[src/rtl/hostmap_pkg.sv]
package hostmap_pkg;

  typedef enum logic {
    SP_MEM = 1'b0,
    SP_IO  = 1'b1
  } space_e;

  // Target bit positions; windows follow TGT_WIN0, hub is the last bit.
  localparam int unsigned TGT_LEGACY = 0;
  localparam int unsigned TGT_DRAM   = 1;
  localparam int unsigned TGT_WIN0   = 2;

  // Configuration register indices; window k uses CFG_WIN0+2k and CFG_WIN0+2k+1.
  localparam int unsigned CFG_TOLM = 0;
  localparam int unsigned CFG_POP  = 1;
  localparam int unsigned CFG_WIN0 = 2;

  function automatic int unsigned cfg_io_index(input int unsigned nwin);
    return CFG_WIN0 + 2 * nwin;
  endfunction

endpackage

[src/rtl/hm_cfg_regs.sv]
module hm_cfg_regs
  import hostmap_pkg::*;
#(
  parameter int unsigned DATA_W = 32,
  parameter int unsigned PAGE_W = 12,
  parameter int unsigned POP_W  = 9,
  parameter int unsigned IO_AW  = 16,
  parameter int unsigned NWIN   = 3,
  parameter int unsigned CFG_AW = 4
) (
  input  logic                         clk,
  input  logic                         rst_n,
  input  logic                         cfg_we,
  input  logic [CFG_AW-1:0]            cfg_addr,
  input  logic [DATA_W-1:0]            cfg_wdata,
  output logic [PAGE_W-1:0]            tolm_pg,
  output logic [POP_W-1:0]             pop_units,
  output logic [NWIN-1:0][PAGE_W-1:0]  win_base,
  output logic [NWIN-1:0][PAGE_W-1:0]  win_limit,
  output logic [NWIN-1:0]              win_en,
  output logic [IO_AW-1:0]             io_base,
  output logic [IO_AW-1:0]             io_limit,
  output logic                         io_en
);

  localparam int unsigned IO_IDX = cfg_io_index(NWIN);

  logic [PAGE_W-1:0] page_field;
  logic              unused_wdata;

  assign page_field   = cfg_wdata[DATA_W-1 -: PAGE_W];
  assign unused_wdata = ^cfg_wdata;

  always_ff @(posedge clk or negedge rst_n) begin
    if (!rst_n) begin
      tolm_pg   <= '0;
      pop_units <= '0;
    end else if (cfg_we) begin
      if (cfg_addr == CFG_AW'(CFG_TOLM)) tolm_pg   <= page_field;
      if (cfg_addr == CFG_AW'(CFG_POP))  pop_units <= cfg_wdata[POP_W-1:0];
    end
  end

  for (genvar k = 0; k < NWIN; k++) begin : g_win
    logic [PAGE_W-1:0] base_q;
    logic [PAGE_W-1:0] limit_q;
    logic              en_q;

    always_ff @(posedge clk or negedge rst_n) begin
      if (!rst_n) begin
        base_q  <= '0;
        limit_q <= '0;
        en_q    <= 1'b0;
      end else if (cfg_we) begin
        if (cfg_addr == CFG_AW'(CFG_WIN0 + 2 * k)) begin
          base_q <= page_field;
          en_q   <= cfg_wdata[0];
        end
        if (cfg_addr == CFG_AW'(CFG_WIN0 + 2 * k + 1)) limit_q <= page_field;
      end
    end

    assign win_base[k]  = base_q;
    assign win_limit[k] = limit_q;
    assign win_en[k]    = en_q;
  end

  always_ff @(posedge clk or negedge rst_n) begin
    if (!rst_n) begin
      io_base  <= '0;
      io_limit <= '0;
      io_en    <= 1'b0;
    end else if (cfg_we) begin
      if (cfg_addr == CFG_AW'(IO_IDX)) begin
        io_base <= cfg_wdata[IO_AW-1:0];
        io_en   <= cfg_wdata[DATA_W-1];
      end
      if (cfg_addr == CFG_AW'(IO_IDX + 1)) io_limit <= cfg_wdata[IO_AW-1:0];
    end
  end

endmodule

[src/rtl/hm_win_cmp.sv]
module hm_win_cmp #(
  parameter int unsigned PAGE_W = 12
) (
  input  logic [PAGE_W-1:0] page,
  input  logic [PAGE_W-1:0] base,
  input  logic [PAGE_W-1:0] limit,
  input  logic              en,
  output logic              hit
);

  // An inverted range (limit < base) can never satisfy both compares.
  always_comb begin
    hit = en && (page >= base) && (page <= limit);
  end

endmodule

[src/rtl/hm_io_decode.sv]
module hm_io_decode #(
  parameter int unsigned ADDR_W = 32,
  parameter int unsigned IO_AW  = 16,
  parameter int unsigned IO_TOP = 32'h0001_0002
) (
  input  logic [ADDR_W-1:0] addr,
  input  logic [IO_AW-1:0]  base,
  input  logic [IO_AW-1:0]  limit,
  input  logic              en,
  output logic              io_ok,
  output logic              io_win_hit
);

  logic low_port;

  always_comb begin
    io_ok      = addr <= ADDR_W'(IO_TOP);
    low_port   = addr[ADDR_W-1:IO_AW] == '0;
    io_win_hit = io_ok && low_port && en &&
                 (addr[IO_AW-1:0] >= base) && (addr[IO_AW-1:0] <= limit);
  end

endmodule

[src/rtl/hm_tgt_select.sv]
module hm_tgt_select
  import hostmap_pkg::*;
#(
  parameter int unsigned NWIN = 3,
  parameter int unsigned NTGT = NWIN + 3
) (
  input  logic            is_io,
  input  logic            legacy,
  input  logic            below_tolm,
  input  logic            populated,
  input  logic [NWIN-1:0] win_hit,
  input  logic            io_ok,
  input  logic            io_win_hit,
  output logic [NTGT-1:0] tgt,
  output logic            invalid
);

  localparam int unsigned TGT_HUB = NTGT - 1;

  logic [NWIN-1:0] win_pick;
  logic            found;

  always_comb begin
    win_pick = '0;
    found    = 1'b0;
    for (int k = 0; k < NWIN; k++) begin
      if (win_hit[k] && !found) begin
        win_pick[k] = 1'b1;
        found       = 1'b1;
      end
    end
  end

  always_comb begin
    tgt     = '0;
    invalid = 1'b0;
    if (is_io) begin
      if (!io_ok)          invalid = 1'b1;
      else if (io_win_hit) tgt[TGT_WIN0] = 1'b1;
      else                 tgt[TGT_HUB] = 1'b1;
    end else if (legacy) begin
      tgt[TGT_LEGACY] = 1'b1;
    end else if (below_tolm) begin
      if (populated) tgt[TGT_DRAM] = 1'b1;
      else           invalid = 1'b1;
    end else if (found) begin
      tgt[TGT_WIN0 +: NWIN] = win_pick;
    end else begin
      tgt[TGT_HUB] = 1'b1;
    end
  end

endmodule

[src/rtl/hostmap_router.sv]
module hostmap_router
  import hostmap_pkg::*;
#(
  parameter  int unsigned ADDR_W    = 32,
  parameter  int unsigned DATA_W    = 32,
  parameter  int unsigned MB_SHIFT  = 20,
  parameter  int unsigned POP_SHIFT = 24,
  parameter  int unsigned IO_AW     = 16,
  parameter  int unsigned IO_TOP    = 32'h0001_0002,
  parameter  int unsigned NWIN      = 3,
  localparam int unsigned NTGT      = NWIN + 3,
  localparam int unsigned CFG_AW    = $clog2(CFG_WIN0 + 2 * NWIN + 2)
) (
  input  logic              clk,
  input  logic              rst_n,
  input  logic              cfg_we,
  input  logic [CFG_AW-1:0] cfg_addr,
  input  logic [DATA_W-1:0] cfg_wdata,
  input  logic              req_valid,
  output logic              req_ready,
  input  logic              req_space,
  input  logic [ADDR_W-1:0] req_addr,
  input  logic              req_write,
  input  logic [DATA_W-1:0] req_wdata,
  output logic              rsp_valid,
  output logic [NTGT-1:0]   rsp_target,
  output logic              rsp_write,
  output logic [ADDR_W-1:0] rsp_addr,
  output logic [DATA_W-1:0] rsp_wdata,
  output logic              rsp_rd_zero,
  output logic [DATA_W-1:0] rsp_rdata
);

  localparam int unsigned PAGE_W = ADDR_W - MB_SHIFT;
  localparam int unsigned POP_W  = ADDR_W - POP_SHIFT + 1;

  logic [PAGE_W-1:0]           tolm_pg;
  logic [POP_W-1:0]            pop_units;
  logic [NWIN-1:0][PAGE_W-1:0] win_base;
  logic [NWIN-1:0][PAGE_W-1:0] win_limit;
  logic [NWIN-1:0]             win_en;
  logic [IO_AW-1:0]            io_base;
  logic [IO_AW-1:0]            io_limit;
  logic                        io_en;

  logic [PAGE_W-1:0] req_page;
  logic [POP_W-1:0]  req_units;
  logic              is_legacy;
  logic              is_below_tolm;
  logic              is_populated;
  logic [NWIN-1:0]   win_hit;
  logic              io_ok;
  logic              io_win_hit;
  logic [NTGT-1:0]   tgt_d;
  logic              invalid_d;
  logic              accept;
  logic              ready_q;
  space_e            space;

  hm_cfg_regs #(
    .DATA_W (DATA_W),
    .PAGE_W (PAGE_W),
    .POP_W  (POP_W),
    .IO_AW  (IO_AW),
    .NWIN   (NWIN),
    .CFG_AW (CFG_AW)
  ) u_cfg (
    .clk       (clk),
    .rst_n     (rst_n),
    .cfg_we    (cfg_we),
    .cfg_addr  (cfg_addr),
    .cfg_wdata (cfg_wdata),
    .tolm_pg   (tolm_pg),
    .pop_units (pop_units),
    .win_base  (win_base),
    .win_limit (win_limit),
    .win_en    (win_en),
    .io_base   (io_base),
    .io_limit  (io_limit),
    .io_en     (io_en)
  );

  assign space         = space_e'(req_space);
  assign req_page      = req_addr[ADDR_W-1 -: PAGE_W];
  assign req_units     = {1'b0, req_addr[ADDR_W-1 -: POP_W-1]};
  assign is_legacy     = req_page == '0;
  assign is_below_tolm = req_page < tolm_pg;
  assign is_populated  = req_units < pop_units;

  for (genvar k = 0; k < NWIN; k++) begin : g_cmp
    hm_win_cmp #(.PAGE_W(PAGE_W)) u_win (
      .page  (req_page),
      .base  (win_base[k]),
      .limit (win_limit[k]),
      .en    (win_en[k]),
      .hit   (win_hit[k])
    );
  end

  hm_io_decode #(
    .ADDR_W (ADDR_W),
    .IO_AW  (IO_AW),
    .IO_TOP (IO_TOP)
  ) u_io (
    .addr       (req_addr),
    .base       (io_base),
    .limit      (io_limit),
    .en         (io_en),
    .io_ok      (io_ok),
    .io_win_hit (io_win_hit)
  );

  hm_tgt_select #(
    .NWIN (NWIN),
    .NTGT (NTGT)
  ) u_sel (
    .is_io      (space == SP_IO),
    .legacy     (is_legacy),
    .below_tolm (is_below_tolm),
    .populated  (is_populated),
    .win_hit    (win_hit),
    .io_ok      (io_ok),
    .io_win_hit (io_win_hit),
    .tgt        (tgt_d),
    .invalid    (invalid_d)
  );

  assign req_ready = ready_q;
  assign accept    = req_valid && ready_q;
  assign rsp_rdata = '0;

  always_ff @(posedge clk or negedge rst_n) begin
    if (!rst_n) begin
      ready_q     <= 1'b0;
      rsp_valid   <= 1'b0;
      rsp_target  <= '0;
      rsp_write   <= 1'b0;
      rsp_addr    <= '0;
      rsp_wdata   <= '0;
      rsp_rd_zero <= 1'b0;
    end else begin
      ready_q     <= 1'b1;
      rsp_valid   <= accept;
      rsp_target  <= accept ? tgt_d : '0;
      rsp_write   <= req_write;
      rsp_addr    <= req_addr;
      rsp_wdata   <= (accept && req_write && !invalid_d) ? req_wdata : '0;
      rsp_rd_zero <= accept && !req_write && invalid_d;
    end
  end

endmodule

[config.mk]
export PLATFORM = sky130hd
export DESIGN_NAME = hostmap_router
export DESIGN_NICKNAME = d
export VERILOG_FILES = /design/src/rtl/hostmap_pkg.sv /design/src/rtl/hm_cfg_regs.sv /design/src/rtl/hm_win_cmp.sv /design/src/rtl/hm_io_decode.sv /design/src/rtl/hm_tgt_select.sv /design/src/rtl/hostmap_router.sv
export SDC_FILE = /design/constraint.sdc
export NUM_CORES = 1
export LEC_CHECK = 0
export BUFFER_PORTS_ARGS = -buffer_cell sky130_fd_sc_hd__buf_2
export CAP_MARGIN = 10
export CORE_ASPECT_RATIO = 0.75
export CORE_MARGIN = 3
export CORE_UTILIZATION = 50
export CTS_CLUSTER_SIZE = 24
export DETAILED_ROUTE_END_ITERATION = 10
export GPL_ROUTABILITY_DRIVEN = 0
export GPL_TIMING_DRIVEN = 0
export PLACE_DENSITY = 0.76
export SETUP_SLACK_MARGIN = 0.1
export SLEW_MARGIN = 25
export SYNTH_ARGS = -nofsm -noshare
export SYNTH_HDL_FRONTEND = slang
export SYNTH_HIERARCHICAL = 1
export SYNTH_SLANG_ARGS = --single-unit
[constraint.sdc]
create_clock -name clk -period 2.72 [get_ports clk]
set_input_delay 0.136 -clock clk [delete_from_list [all_inputs] [get_ports clk]]
set_output_delay 0.136 -clock clk [all_outputs]
set_load 0.02 [all_outputs]
==> results.json, run 1 <==
{
  "critPathLaunchType": "flip-flop",
  "grt_pass1_wl_mm": 43.1,
  "final_util_pct": 66.8,
  "r2r_slack_ps": 70,
  "via_per_inst": 5.16,
  "max_freq_ghz": 0.377,
  "netlist.area_leader.share_pct": 48.1,
  "run_status": "finished, final reports clean",
  "yosys_warnings": 6,
  "ys_async_sr_fraction_pct": 100,
  "rsz0062_at_grt": "true",
  "whs_path_depth": 2,
  "grt_max_degree": 77,
  "avgSynthCellArea_sq_um": 11.7,
  "slew_headroom_pct": 60.2,
  "ys_types": 53,
  "drv_cap": 0,
  "insertedDiodeCount": 0,
  "setup_ws_ps": 68.4,
  "num_rows": 45,
  "grt_usage_pct": 23.5,
  "p_per_area_nw_per_um2": 647,
  "power.switching_w": 0.00262,
  "finalNetCount": 1451,
  "setup_tns_ps": 0,
  "slowest_stage": "or4b_4",
  "p_seq_share_pct": 42.3,
  "critPathMaxStageDelay_ps": 540,
  "path_cells": "inv_2, ha_4, a21o_1, a211oi_2, o211ai_1, o211ai_1, or4b_4, o21ai_4, nor3b_4, buf_6, and2_1",
  "wl_mm": 27.4,
  "fin_crit_sh_pct": 97.5,
  "path_class": "reg2reg",
  "seq_area_frac_synth_pct": 48.1,
  "worst_pin_slew_ps": 589,
  "cts_sinks": 203,
  "cts_tree": "built",
  "cts_buffer_depth": 3,
  "die_h_microns": 132,
  "hold_class": "in2reg",
  "area_growth_pct": 29.5,
  "insertion_delay_ps": 520,
  "min_from": "cfg_wdata[0]",
  "p_clk_share_pct": 31.7,
  "min_period_ps": 2650,
  "pre_cts_slack_ps": -361,
  "clk_root_buffer_cell": "clkbuf_16",
  "r2r_start": "u_cfg/tolm_pg[9]",
  "combPwrFrac_pct": 26.0,
  "setup_viol_count_final": 0,
  "report.final.slew_viol_count": 0,
  "synth_area_leader_cell": "dfrtp_1",
  "dp_hpwl_mm": 18.1,
  "syn-cell-area_sq_um": 10600,
  "cp.required_ps": 3100,
  "hold_path_end": "u_cfg/pop_units[0]",
  "synth-main-ff-cell": "dfrtp_1",
  "start_util_pct": 51.6,
  "p_int_w": 0.00624,
  "tritoncts.num_buffers": 21,
  "drive_above_1_share_pct": 34.8,
  "antenna_found_initial": 2,
  "r2r_end": "rsp_wdata[17]",
  "ios": 212,
  "critPathMostFrequentCell": "o211ai_1",
  "swShare_pct": 29.5,
  "vdd_drop_max_uv": 373,
  "avgRoutedWirePerCell_microns": 18.0,
  "h-tree-depth": 1,
  "reg2regPathDepth": 11,
  "netlist_top_cells_area": "dfrtp_1, ha_1, mux2_2",
  "grt_overflow_total": 0,
  "grt_pass1_vias": 7959,
  "hold_ws_ps": 24.0,
  "path_clk_slew_ps": 60,
  "ant_nets": 0,
  "synth_cells": 900,
  "skew_ps": 30.0,
  "end_kind": "flip-flop",
  "synth_edf_count": 0,
  "hold_viol_final": 0,
  "drc": 0,
  "drt_iter0_drc": 460,
  "cp.arrival_ps": 3030,
  "coreArea_sq_um": 20500,
  "dieArea_sq_um": 22900,
  "io_buffers": 175,
  "die_x_microns": 174,
  "ys_seq_elements": 203,
  "drt_pass1_iterations": 5,
  "crit_fanout": 10,
  "num_vias": 7827,
  "p_leak_nw": 7.00
}
## registers in the layout, summed over array words and instances, names as in the netlist
signal	flops
u_cfg/io_limit	16
rsp_rd_zero	1
rsp_wdata	32
u_cfg/tolm_pg	12
u_cfg/g_win.limit_q	36
u_cfg/g_win.en_q	3
u_cfg/pop_units	9
rsp_target	6
u_cfg/io_en	1
u_cfg/g_win.base_q	36
req_ready	1
rsp_addr	32
u_cfg/io_base	16
rsp_write	1
rsp_valid	1
## critical path, delay by kind of cell, from the launching register on
family	cells	cell delay [ps]
compound gates	5	840
simple gates	3	790
flops	1	410
buf+inv	2	260
fa+ha+maj	1	210
## repair_timing
action                     in CTS  in global routing
gates resized for setup         6                 33
pin swaps                       3                  7
hold endpoints to repair      211                  1
hold buffers                   89                  1
setup endpoints to repair      33                 37
buffers inserted                1                  1
## cell families (layout without fill, tap and decap cells)
| logic type | after synthesis | count (layout) | share of synthesized area, % |
|---|---|---|---|
| DFF | 203 | 203 | 48.1 |
| AOI/OAI and AO/OA | 103 | 103 | 6.07 |
| adders and majority gates | 122 | 122 | 14.4 |
| muxes | 129 | 129 | 13.7 |
| and+or+nand+nor | 158 | 158 | 9.46 |
| buffers and inverters | 183 | 488 | 8.17 |
| other | 2 | 33 | 0.0710 |
## synth_stat cells, types with 3 or more instances
cell / count
dfrtp_1: 203
inv_1: 134
ha_1: 122
mux2_2: 119
a21oi_1: 38
buf_4: 36
and2_1: 32
nor2_1: 22
o21ai_0: 20
nand2_1: 18
nand4_1: 14
mux2_1: 10
buf_2: 9
nor3_1: 9
nor4_1: 9
and3_1: 8
nor2b_1: 8
nand3_1: 7
a21o_1: 6
o21a_1: 6
a211oi_1: 5
nor4_2: 5
a31oi_1: 4
buf_6: 4
a311oi_1: 3
nand2b_1: 3
nand4_2: 3
nor3b_2: 3
o2111ai_1: 3
o211ai_1: 3
o21ai_1: 3
o21ba_1: 3
o22ai_1: 3
## layout by cell type (no fill, tap or decap), drive strengths merged, types with 8 or more instances in the layout
cell type    count
conb            33
nor3             9
and2            32
nor4            14
nor2            22
inv            135
nor2b            8
nand4           17
mux2           129
dfrtp          203
ha             122
clkbuf          29
and3             8
a21oi           38
buf            227
nand2           19
o21ai           23
dlygate4sd3     90
## through the flow
| step | area [sq um] | total power, W | std cells |
|---|---|---|---|
| final | 13700 | 0.00885 | 1518 |
| after detailed placement | 12000 | 0.00587 | 1390 |
| after global routing | 13700 | 0.00936 | 1518 |
| after global placement | 11900 | 0.00574 | 1388 |
| after CTS | 13600 | 0.00883 | 1516 |
| after floorplan | 10700 | 0.00519 | 931 |
## routing by layer
layer | up-vias | routed length (microns) | track usage, % | share of wire [%]
li1 | 3682 | - | - | -
met1 | 3833 | 12300 | 32.5 | 45
met2 | 245 | 12600 | 37.5 | 46
met3 | 65 | 1690 | 5.18 | 6.2
met4 | 2 | 789 | 6.65 | 2.9
met5 | - | 13 | 0 | 0.048
## power by group through the flow
stage               clock network [W]  logic, W  registers [W]
floorplan                           0   0.00142        0.00377
global placement                    0   0.00198        0.00376
detailed placement                  0   0.00208        0.00379
CTS                           0.00286   0.00223        0.00374
global route                  0.00298   0.00258        0.00380
finish                        0.00281   0.00230        0.00375
## worst max path at each step
stage / from / end / slack [ps] / cells after the start
final: u_cfg/tolm_pg[9] / rsp_wdata[17] / 70 / 11
after global routing: u_cfg/pop_units[3] / rsp_wdata[16] / 2 / 10
after CTS: u_cfg/pop_units[3] / rsp_wdata[20] / 90 / 10
after detailed placement: req_addr[28] / rsp_wdata[12] / -360 / 10
after global placement: rst_n / u_cfg/io_base[13] / -1910 / 1
after floorplan: u_cfg/pop_units[4] / rsp_wdata[10] / 140 / 10
## cell type report
class / instances / area (sq um)
Sequential cell: 203 / 5080
Fill cell: 1537 / 6810
Clock buffer: 28 / 592
Tap cell: 282 / 353
Inverter: 134 / 503
Multi-Input combinational cell: 545 / 4870
Timing Repair Buffer: 269 / 1860
Clock inverter: 8 / 68.8
Buffer: 49 / 360
No activity file was read; power rests on OpenSTA's default activity.
==> inputs of run 2 (changes only) <==
--- a/config.mk
+++ b/config.mk
@@ -5,7 +5,7 @@
 export SDC_FILE = /design/constraint.sdc
 export NUM_CORES = 1
 export LEC_CHECK = 0
-export BUFFER_PORTS_ARGS = -buffer_cell sky130_fd_sc_hd__buf_2
+export BUFFER_PORTS_ARGS = -buffer_cell sky130_fd_sc_hd__buf_4
 export CAP_MARGIN = 10
 export CORE_ASPECT_RATIO = 0.75
 export CORE_MARGIN = 3
==> results.json, run 2 (synthesis results as in run 1) <==
{
  "path_clk_slew_ps": 60,
  "via_per_inst": 5.15,
  "grt_pass1_vias": 8347,
  "top_regs": "u_cfg/g_win.base_q: 36 flops, u_cfg/g_win.limit_q: 36 flops",
  "drv_cap": 0,
  "antenna_found_initial": 0,
  "h-tree-depth": 1,
  "wl_met2_mm": 13.4,
  "dieArea_sq_um": 22900,
  "max_freq_ghz": 0.390,
  "final_common_cell": "buf_4",
  "drc": 0,
  "power.switching_w": 0.00267,
  "num_rows": 45,
  "hold_viol_final": 0,
  "ant_nets": 0,
  "wl_mm": 28.2,
  "drive_above_1_share_pct": 34.3,
  "grt_usage_pct": 24.3,
  "crit_fanout": 10,
  "cts_buffer_depth": 3,
  "clk_root_buffer_cell": "clkbuf_16",
  "grt_pass1_wl_mm": 44.8,
  "coreArea_sq_um": 20500,
  "final_util_pct": 69.8,
  "wl_met3_mm": 1.60,
  "min_period_ps": 2560,
  "end_kind": "flip-flop",
  "rsz0062_at_grt": "true",
  "die_x_microns": 174,
  "die_h_microns": 132,
  "pre_cts_slack_ps": -206,
  "wl_met1_mm": 12.6,
  "dp_hpwl_mm": 18.5,
  "area_growth_pct": 35.3,
  "cts_tree": "built",
  "grt_overflow_total": 0,
  "avgRoutedWirePerCell_microns": 18.4,
  "vdd_drop_max_uv": 417,
  "start_util_pct": 51.6,
  "cts_sinks": 203,
  "cp.arrival_ps": 2950,
  "maxUsedRoutingLayer": "met4",
  "setup_ws_ps": 157,
  "combPwrFrac_pct": 26.8,
  "swShare_pct": 29.4,
  "layout_common_cells": "buf_4, dfrtp_1, inv_1",
  "drt_pass1_iterations": 5,
  "worst_pin_slew_ps": 588,
  "num_vias": 7884,
  "tritoncts.num_buffers": 22,
  "skew_ps": 11.5,
  "p_per_area_nw_per_um2": 637,
  "reg2regPathDepth": 10,
  "insertedDiodeCount": 0,
  "fin_crit_sh_pct": 94.2,
  "path_class": "reg2reg",
  "report.final.slew_viol_count": 0,
  "p_leak_nw": 7.14,
  "setup_tns_ps": 0,
  "p_seq_share_pct": 41.2,
  "run_status": "finished, final reports clean",
  "io_buffers": 175,
  "insertion_delay_ps": 500,
  "drt_iter0_drc": 452,
  "slew_headroom_pct": 60.7,
  "p_int_w": 0.00644,
  "setup_viol_count_final": 0,
  "finalNetCount": 1462,
  "whs_path_depth": 3,
  "cp.required_ps": 3110,
  "critPathLaunchType": "flip-flop",
  "p_clk_share_pct": 32.0,
  "ios": 212,
  "hold_class": "in2reg",
  "grt_max_degree": 80
}
## run 2: changes by cell type in the layout (fill, tap and decap cells not counted), sizes merged
cell | previous run | this run
bufinv | 1 | 0
dlygate4sd3 | 90 | 95
clkinv | 6 | 3
buf | 227 | 233
clkbuf | 29 | 34
## run 2: final cells by class
cell class	count	area, sq um
plain buffers	49	360
clock buffers	34	677
clock inverters	4	23.8
fillers	1480	6190
inverters	134	503
multi-input cells	545	4920
flip-flops and latches	203	5080
well taps	282	353
repair buffers	279	2380
## run 2: power by group through the flow
| stage | clock network (W) | logic, W | registers (W) |
|---|---|---|---|
| CTS | 0.00296 | 0.00232 | 0.00374 |
| floorplan | 0 | 0.00142 | 0.00377 |
| finish | 0.00292 | 0.00244 | 0.00375 |
| global placement | 0 | 0.00205 | 0.00377 |
| global route | 0.00311 | 0.00275 | 0.00381 |
| detailed placement | 0 | 0.00214 | 0.00379 |
## run 2: metrics by stage
stage | total power [W] | std cells | instance area (sq um) | hold slack (ps)
floorplan | 0.00519 | 931 | 10700 | -160
global placement | 0.00581 | 1388 | 12400 | 257
detailed placement | 0.00594 | 1390 | 12400 | 83.0
CTS | 0.00902 | 1526 | 14100 | 8.08
global route | 0.00966 | 1530 | 14300 | 43.8
finish | 0.00911 | 1530 | 14300 | 17.8
## run 2: what timing repair did
item,4_1_cts,5_1_grt
gates cloned,1,0
buffers inserted,2,4
pin swaps,6,13
hold buffers,95,0
endpoints found under the hold margin,341,0
resized for setup,9,22
setup endpoints to repair,37,36
## run 2: final timing paths
kind / slack [ps] / end / startpoint
max: 160 / rsp_wdata[21] / u_cfg/pop_units[3]
min: 20 / rsp_target[1] / req_space
max reg2reg: 160 / rsp_wdata[21] / u_cfg/pop_units[3]
min reg2reg: 490 / u_cfg/g_win[1].base_q[9] / u_cfg/g_win[1].base_q[9]
max in group asynchronous: 1840 / rsp_addr[14] / rst_n
min in group asynchronous: 140 / u_cfg/g_win[0].limit_q[2] / rst_n
## run 2: critical path, stage by stage (launching register included)
cell and delay, ps:
dfrtp_1 380, inv_2 70, ha_4 260, nand4_1 80, or3_4 340, a311o_1 310, or4b_4 510, o21ai_4 100
nor3b_4 100, buf_6 140, and2_1 160
## run 2: metal layers
layer | track usage [%] | up-vias
li1 | - | 3706
met1 | 33.1 | 3903
met2 | 40.6 | 227
met3 | 4.26 | 48
met4 | 6.25 | 0
met5 | 0 | -
